## src/rtl/hg_pkg.sv

```systemverilog
package hg_pkg;

    typedef enum logic {
        FMT_FRAC = 1'b0,
        FMT_Q131 = 1'b1
    } hg_fmt_e;

    localparam int unsigned HG_FRAC_W  = 52;
    localparam int unsigned HG_Q_W     = 32;
    localparam int unsigned HG_PARAM_W = 32;

endpackage

```

## src/rtl/hg_align.sv

```systemverilog
module hg_align #(
    parameter int unsigned FRAC_W = 52,
    parameter int unsigned Q_W    = 32
) (
    input  logic              fmt_i,
    input  logic [FRAC_W-1:0] data_i,
    output logic [FRAC_W-1:0] frac_o
);
    import hg_pkg::*;

    localparam int unsigned QF_W  = Q_W - 1;
    localparam int unsigned PAD_W = FRAC_W - QF_W;

    always_comb begin
        if (hg_fmt_e'(fmt_i) == FMT_Q131) begin
            frac_o = {data_i[QF_W-1:0], {PAD_W{1'b0}}};
        end else begin
            frac_o = data_i;
        end
    end
endmodule

```

## src/rtl/hg_reverse.sv

```systemverilog
module hg_reverse #(
    parameter int unsigned FRAC_W = 52
) (
    input  logic [FRAC_W-1:0] x_i,
    output logic [FRAC_W-1:0] y_o
);
    localparam int unsigned HALF_W = FRAC_W / 2;

    for (genvar j = 0; j < HALF_W; j++) begin : g_half
        assign y_o[HALF_W + j] = x_i[FRAC_W - 1 - j];
        assign y_o[j]          = x_i[HALF_W - 1 - j];
    end
endmodule

```

## src/rtl/hg_norm_shift.sv

```systemverilog
module hg_norm_shift #(
    parameter int unsigned FRAC_W = 52
) (
    input  logic [FRAC_W-1:0] x_i,
    output logic [FRAC_W-1:0] y_o
);
    localparam int unsigned CNT_W = $clog2(FRAC_W + 1);

    logic [CNT_W-1:0] lead_pos;
    logic [CNT_W-1:0] amt;
    logic             any_one;

    always_comb begin
        lead_pos = '0;
        for (int i = 0; i < FRAC_W; i++) begin
            if (x_i[i]) begin
                lead_pos = CNT_W'(i);
            end
        end
        any_one = |x_i;
        amt     = CNT_W'(FRAC_W) - lead_pos;
        if (any_one) begin
            y_o = (x_i << amt) | {{(FRAC_W-1){1'b0}}, 1'b1};
        end else begin
            y_o = '0;
        end
    end
endmodule

```

## src/rtl/bit_homogenizer.sv

```systemverilog
module bit_homogenizer #(
    parameter int unsigned FRAC_W  = hg_pkg::HG_FRAC_W,
    parameter int unsigned Q_W     = hg_pkg::HG_Q_W,
    parameter int unsigned PARAM_W = hg_pkg::HG_PARAM_W
) (
    input  logic               clk_i,
    input  logic               rst_ni,
    input  logic               valid_i,
    input  logic               fmt_i,
    input  logic [FRAC_W-1:0]  data_i,
    output logic               valid_o,
    output logic [FRAC_W-1:0]  frac_o,
    output logic [PARAM_W-1:0] param_o
);
    typedef struct packed {
        logic              v1;
        logic [FRAC_W-1:0] mir;
        logic              v2;
        logic [FRAC_W-1:0] res;
    } pipe_t;

    pipe_t pipe_d, pipe_q;

    logic [FRAC_W-1:0] aligned_w;
    logic [FRAC_W-1:0] mirrored_w;
    logic [FRAC_W-1:0] normed_w;

    hg_align #(.FRAC_W(FRAC_W), .Q_W(Q_W)) i_align (
        .fmt_i  (fmt_i),
        .data_i (data_i),
        .frac_o (aligned_w)
    );

    hg_reverse #(.FRAC_W(FRAC_W)) i_reverse (
        .x_i (aligned_w),
        .y_o (mirrored_w)
    );

    hg_norm_shift #(.FRAC_W(FRAC_W)) i_norm (
        .x_i (pipe_q.mir),
        .y_o (normed_w)
    );

    always_comb begin
        pipe_d    = pipe_q;
        pipe_d.v1 = valid_i;
        if (valid_i) begin
            pipe_d.mir = mirrored_w;
        end
        pipe_d.v2 = pipe_q.v1;
        if (pipe_q.v1) begin
            pipe_d.res = normed_w;
        end
    end

    always_ff @(posedge clk_i or negedge rst_ni) begin
        if (!rst_ni) begin
            pipe_q <= '0;
        end else begin
            pipe_q <= pipe_d;
        end
    end

    assign valid_o = pipe_q.v2;
    assign frac_o  = pipe_q.res;
    assign param_o = pipe_q.res[FRAC_W-1 -: PARAM_W];
endmodule

```

## config.mk

```make
export PLATFORM = sky130hd
export DESIGN_NAME = bit_homogenizer
export DESIGN_NICKNAME = d
export VERILOG_FILES = /design/src/rtl/hg_pkg.sv /design/src/rtl/hg_align.sv /design/src/rtl/hg_reverse.sv /design/src/rtl/hg_norm_shift.sv /design/src/rtl/bit_homogenizer.sv
export SDC_FILE = /design/constraint.sdc
export NUM_CORES = 1
export LEC_CHECK = 0
export BUFFER_PORTS_ARGS = -buffer_cell sky130_fd_sc_hd__buf_2
export CAP_MARGIN = 15
export CELL_PAD_IN_SITES_DETAIL_PLACEMENT = 1
export CELL_PAD_IN_SITES_GLOBAL_PLACEMENT = 1
export CORE_MARGIN = 10
export CORE_UTILIZATION = 44
export DETAILED_ROUTE_END_ITERATION = 8
export GPL_TIMING_DRIVEN = 0
export HOLD_SLACK_MARGIN = 0.12
export PLACE_DENSITY_LB_ADDON = 0.1
export SETUP_SLACK_MARGIN = 0.2
export SYNTH_ARGS = -nofsm -noshare
export SYNTH_HDL_FRONTEND = slang
export SYNTH_SLANG_ARGS = --single-unit
```

## constraint.sdc

```tcl
create_clock -name clk_i -period 4.8 [get_ports clk_i]
set_input_delay 0.72 -clock clk_i [delete_from_list [all_inputs] [get_ports clk_i]]
set_output_delay 0.72 -clock clk_i [all_outputs]
set_load 0.005 [all_outputs]
```

---- Word level (Yosys, flattened, before mapping) ----
Index checks and enable logic that the tools add are counted.
operators by class
  add/subtract/negate cells ............... 1
  shift operators ......................... 1
  mux-type cells .......................... 53
  reduce and logical (&&, ||, !) cells .... 1
operators by type and width
  kind                   count
  $mux W6                50
  $mux W52               2
  $reduce_or A52 Y1      1
  $shl A52 B6 Y52        1
  $sub A6 B6 Y6 const A  1
  $mux W1                1
word-level totals
  register bits ........................... 106
  input port bits ......................... 56
  logic and storage cells ................. 60

---- Depth between registers and ports, before layout ----
  depth in word-level cells ............... 54
  gate-level depth with buffers ........... 21
  mapped depth without buffers ............ 16

---- Modules after synthesis ----
Synthesis repeated with hierarchy kept, for this count alone.
second synthesis, totals
  cells, all modules ...................... 1004
  area total of the unflattened synthesis .. 10375.0 µm²
modules (own cells, without submodules)
  module           times used  cells an instance  area each (µm²)  sequential area each (µm²)
  bit_homogenizer  1           306                5052.3           2652.5
  hg_norm_shift    1           588                4261.6           0.0
  hg_align         1           58                 670.6            0.0
  hg_reverse       1           52                 390.4            0.0

---- Least setup slack after synthesis ----
OpenSTA, ideal clock, no wires.
  path type ............................... register to register
  start ................................... reg pipe_q[81] (netlist name)
  end ..................................... reg pipe_q (netlist bit frac_o[28])
  setup time .............................. 0.126 ns
  arrival ................................. 4.154 ns
  slack ................................... 0.520 ns
  cell stages (with the launch flop) ...... 19
  period minus slack after synthesis ...... 4.280 ns
  cells stage by stage .................... dfrtp_1 clkbuf_1 a21o_1 a2111oi_2 and2_1 buf_2 a21oi_4 nor2_1 inv_2 clkbuf_1 ha_1 inv_2 clkbuf_1 clkbuf_1 nor3_1 a22oi_1 o221ai_1 mux2_2 a221o_1
on the way
  word-level cells in the longest chain between the ends .. 27
RTL lines
  item                    RTL line               RTL
  from (decl)             bit_homogenizer.sv:22  pipe_t pipe_d, pipe_q;
  from (signal assigned)  bit_homogenizer.sv:60  pipe_q <= pipe_d;
  $mux W6 (24 in a row)   hg_norm_shift.sv:16    if (x_i[i]) begin
  $sub A6 B6 Y6           hg_norm_shift.sv:21    amt = CNT_W'(FRAC_W) - lead_pos;
  $shl A52 B6 Y52         hg_norm_shift.sv:23    y_o = (x_i << amt) | {{(FRAC_W-1){1'b0}}, 1'b1};
  $mux W52 (*)            hg_norm_shift.sv:22    if (any_one) begin
Mark *: on every way between the ends. The rest lies on a longest branch, timed or not.
A chain may end at the register's enable or synchronous reset.

---- Worst setup path in the final report ----
  start ................................... reg pipe_q[81] (netlist name)
  end ..................................... reg pipe_q (netlist bit frac_o[44])
Same word-level chain as after synthesis.

==> reports/metrics.yaml <==
run_status:
  status: "finished, final reports clean"
final_layout:
  antennaDiodeCount: 0
  syn_to_final_growth_pct: 19.89
  final_cell_count_no_fill: 1543
  finish.net_count: 1325
  drive_gt1_share_pct: 28.12
floorplan:
  die_h_um: 164.8
  start_util_pct: 45.14
  ios: 141
  dieArea_sq_um: 27150
  row_count: 52
  core_sq_um: 20430
  die_x_um: 164.8
detailed_routing:
  drt_first_iter_violations: 1418
  routedWlPerCell_um: 29.87
  vias: 10660
  dr.pass1.iters: 6
  wl_um: 46100
  routed_via_density: 6.906
  drc: 0
  drtAntennaViolNets: 0
timing:
  setup_violations: 0
  hold_violations: 0
  max_slew_margin_pct: 35.61
  fin_skew_ns: 0.01225
  tns_ns: 0
  finalMaxSlewViolations: 0
  post-route-period-util_pct: 93.89
  fin_hold_ws_ns: 0.3450
  rsz0062_at_grt: "no"
  worst_slew_pin_slew_ns: 0.9570
  period_needed_ns: 4.507
  fmax_mhz: 221.9
clock_tree:
  cts.sinks: 106
  h-tree-depth: 3
  clock-root-buffer: "clkbuf_16"
  cts-buffers-inserted: 9
  cts_hold_buf: 0
  cts_max_path_buffers: 2
  clkTransAtPathRegs_ns: 0.09
  clock_latency_ns: 0.37
  cts_tree: "built"
logic_synthesis:
  synthMuxAreaShare_pct: 16.19
  yosysWarnings: 0
  yosys_most_used_dff: "dfrtp_1"
  synth_xor_area_share_pct: 0.3664
  synthTopCellsByArea: "dfrtp_1 (29%), mux2i_1 (11%), nor2_1 (4.5%), a21oi_1 (4.3%), o21ai_0 (4.1%)"
  postSynthCellCount: 1107
  avgSynthCellArea_sq_um: 8.330
  synth_edf_count: 0
  seq_area_frac_synth_pct: 28.77
  ys_types: 87
  synth_top_cells_by_count: "nor2_1 (111), dfrtp_1 (106), mux2i_1 (103)"
  yosysTopAreaCellShare_pct: 28.77
  synthesis.area_sq_um: 9221
  synth_top_area_cell: "dfrtp_1"
  synth_compound_area_share_pct: 27.44
  synth_adder_area_share_pct: 0.1357
  syn_nets: 1164
  async_flop_share_pct: 100.0
  synth-seq-cells: 106
  synth_top_family_by_area: "compound AO/OA/AOI/OAI gates"
  yosysMostFrequentCell: "nor2_1"
  synth_simple_gate_area_share_pct: 17.96
worst_setup_path:
  start_kind: "register"
  critPathMaxFanout: 10
  worstSetupPathType: "reg2reg"
  cp-end-kind: "register"
  cp.required_ns: 5.06
  worstPathArrival_ns: 4.76
placement:
  gp_congestion: 1.044
  dp_cells: 1517
  dp_hpwl_um: 35450
  portBuffers: 139
global_route:
  antenna_found_initial: 0
  grt.overflow.total: 0
  gr-usage-met3_pct: 11.30
  grt_first_pass_wirelength_um: 69410
  grt_busiest_layer: "met2"
  grtUsageMet1_pct: 44.38
  grt_use_total_pct: 33.61
  use_met2_pct: 49.50
  grt_max_degree: 63
  grt_pass1_vias: 11070
pwr:
  ir_worst_vdd_v: 0.0002098
  power_leakage_nw: 4.816
  p_per_area_nw_per_um2: 385.7
  total_power_mw: 4.264
flow_run:
  cap_violations: 0
min_path:
  min_path_type: "in2async"
==> flip-flops by register name, summed over array words and instances (netlist names) <==
register,flops
pipe_q,52
pipe_d,1
frac_o,52
valid_o,1
==> layer usage <==
layer  vias to the layer above  routed length (um)
met3                       122                5861
li1                       4460                   -
met4                         2                1717
met1                      5355               18550
met2                       717               19930
met5                         -                  41
==> placed cells by master, fill, tap and decap left out, drive strengths merged, types with 20 or more instances in the layout <==
cell type,netlist,layout
nor4,20,20
nor2,111,111
buf,74,226
nor3,28,28
nand3,32,32
clkbuf,51,59
a21oi,82,82
dfrtp,106,106
o21ai,82,82
mux2i,103,103
nand3b,21,21
nand2,71,71
inv,47,47
==> layout make-up <==
type / count / area, sq um
fillers: 2505 / 9374
multi-input cells: 829 / 6046
flip-flops and latches: 106 / 2655
repair buffers: 150 / 800.8
plain buffers: 125 / 739.5
well taps: 270 / 337.8
clock buffers: 10 / 229.0
inverters: 47 / 190.2
clock inverters: 6 / 57.56
==> logic make-up (layout without fill, tap and decap cells) <==
kind of cell / count (synthesis) / count (layout)
multiplexers: 132 / 132
AND/OR/NAND/NOR: 333 / 333
adder cells (fa/ha/maj): 1 / 1
flip-flops: 106 / 106
AO/OA/AOI/OAI: 360 / 360
buffers and inverters: 172 / 338
XOR/XNOR: 3 / 3
==> where the power goes <==
group	leakage [nW]	switching, mW	internal, mW
registers	1.29	0.185	1.07
logic	3.39	1.32	0.912
clock network	0.141	0.407	0.366
==> per-stage QoR <==
stage	cell area (sq um)	util [%]	setup slack, ns
6_report	11060	54.12	0.2931
5_1_grt	11060	54.12	0.2169
4_1_cts	10880	53.26	0.1963
3_5_place_dp	10280	50.34	-1.454
3_3_place_gp	10250	50.20	-1.513
2_1_floorplan	9221	-	0.5201
==> timing repair <==
action | CTS | global route
setup endpoints to repair | 51 | 43
cloned | 0 | 0
pin swaps | 7 | 3
setup buffers | 4 | 6
gates resized for setup | 76 | 43
==> worst max-delay path: stages (launching register included) <==
cell and delay, ns:
dfrtp_1 0.37, clkbuf_2 0.25, a21o_1 0.29, a2111oi_4 0.40, and2_1 0.19, buf_4 0.19, a21oi_4 0.11, nor2_2 0.15
inv_2 0.10, buf_6 0.17, ha_4 0.30, clkbuf_2 0.34, clkbuf_4 0.33, nor2_1 0.14, a22oi_1 0.18, o221ai_1 0.23
o22a_1 0.29, o22ai_1 0.21, o2bb2ai_1 0.12
==> path summary, 6_finish.rpt <==
check / from / end / slack (ns) / cells past startpoint
max in group asynchronous: rst_ni / pipe_d[52] / 3.70 / 2
min reg2reg: frac_o[3] / frac_o[3] / 0.49 / 1
max: pipe_q[81] / frac_o[44] / 0.29 / 18
min in group clk_i: frac_o[3] / frac_o[3] / 0.49 / 1
max reg2reg: pipe_q[81] / frac_o[44] / 0.29 / 18
min: rst_ni / pipe_q[74] / 0.35 / 1
Note: power is estimated with default switching activity, not from simulation.
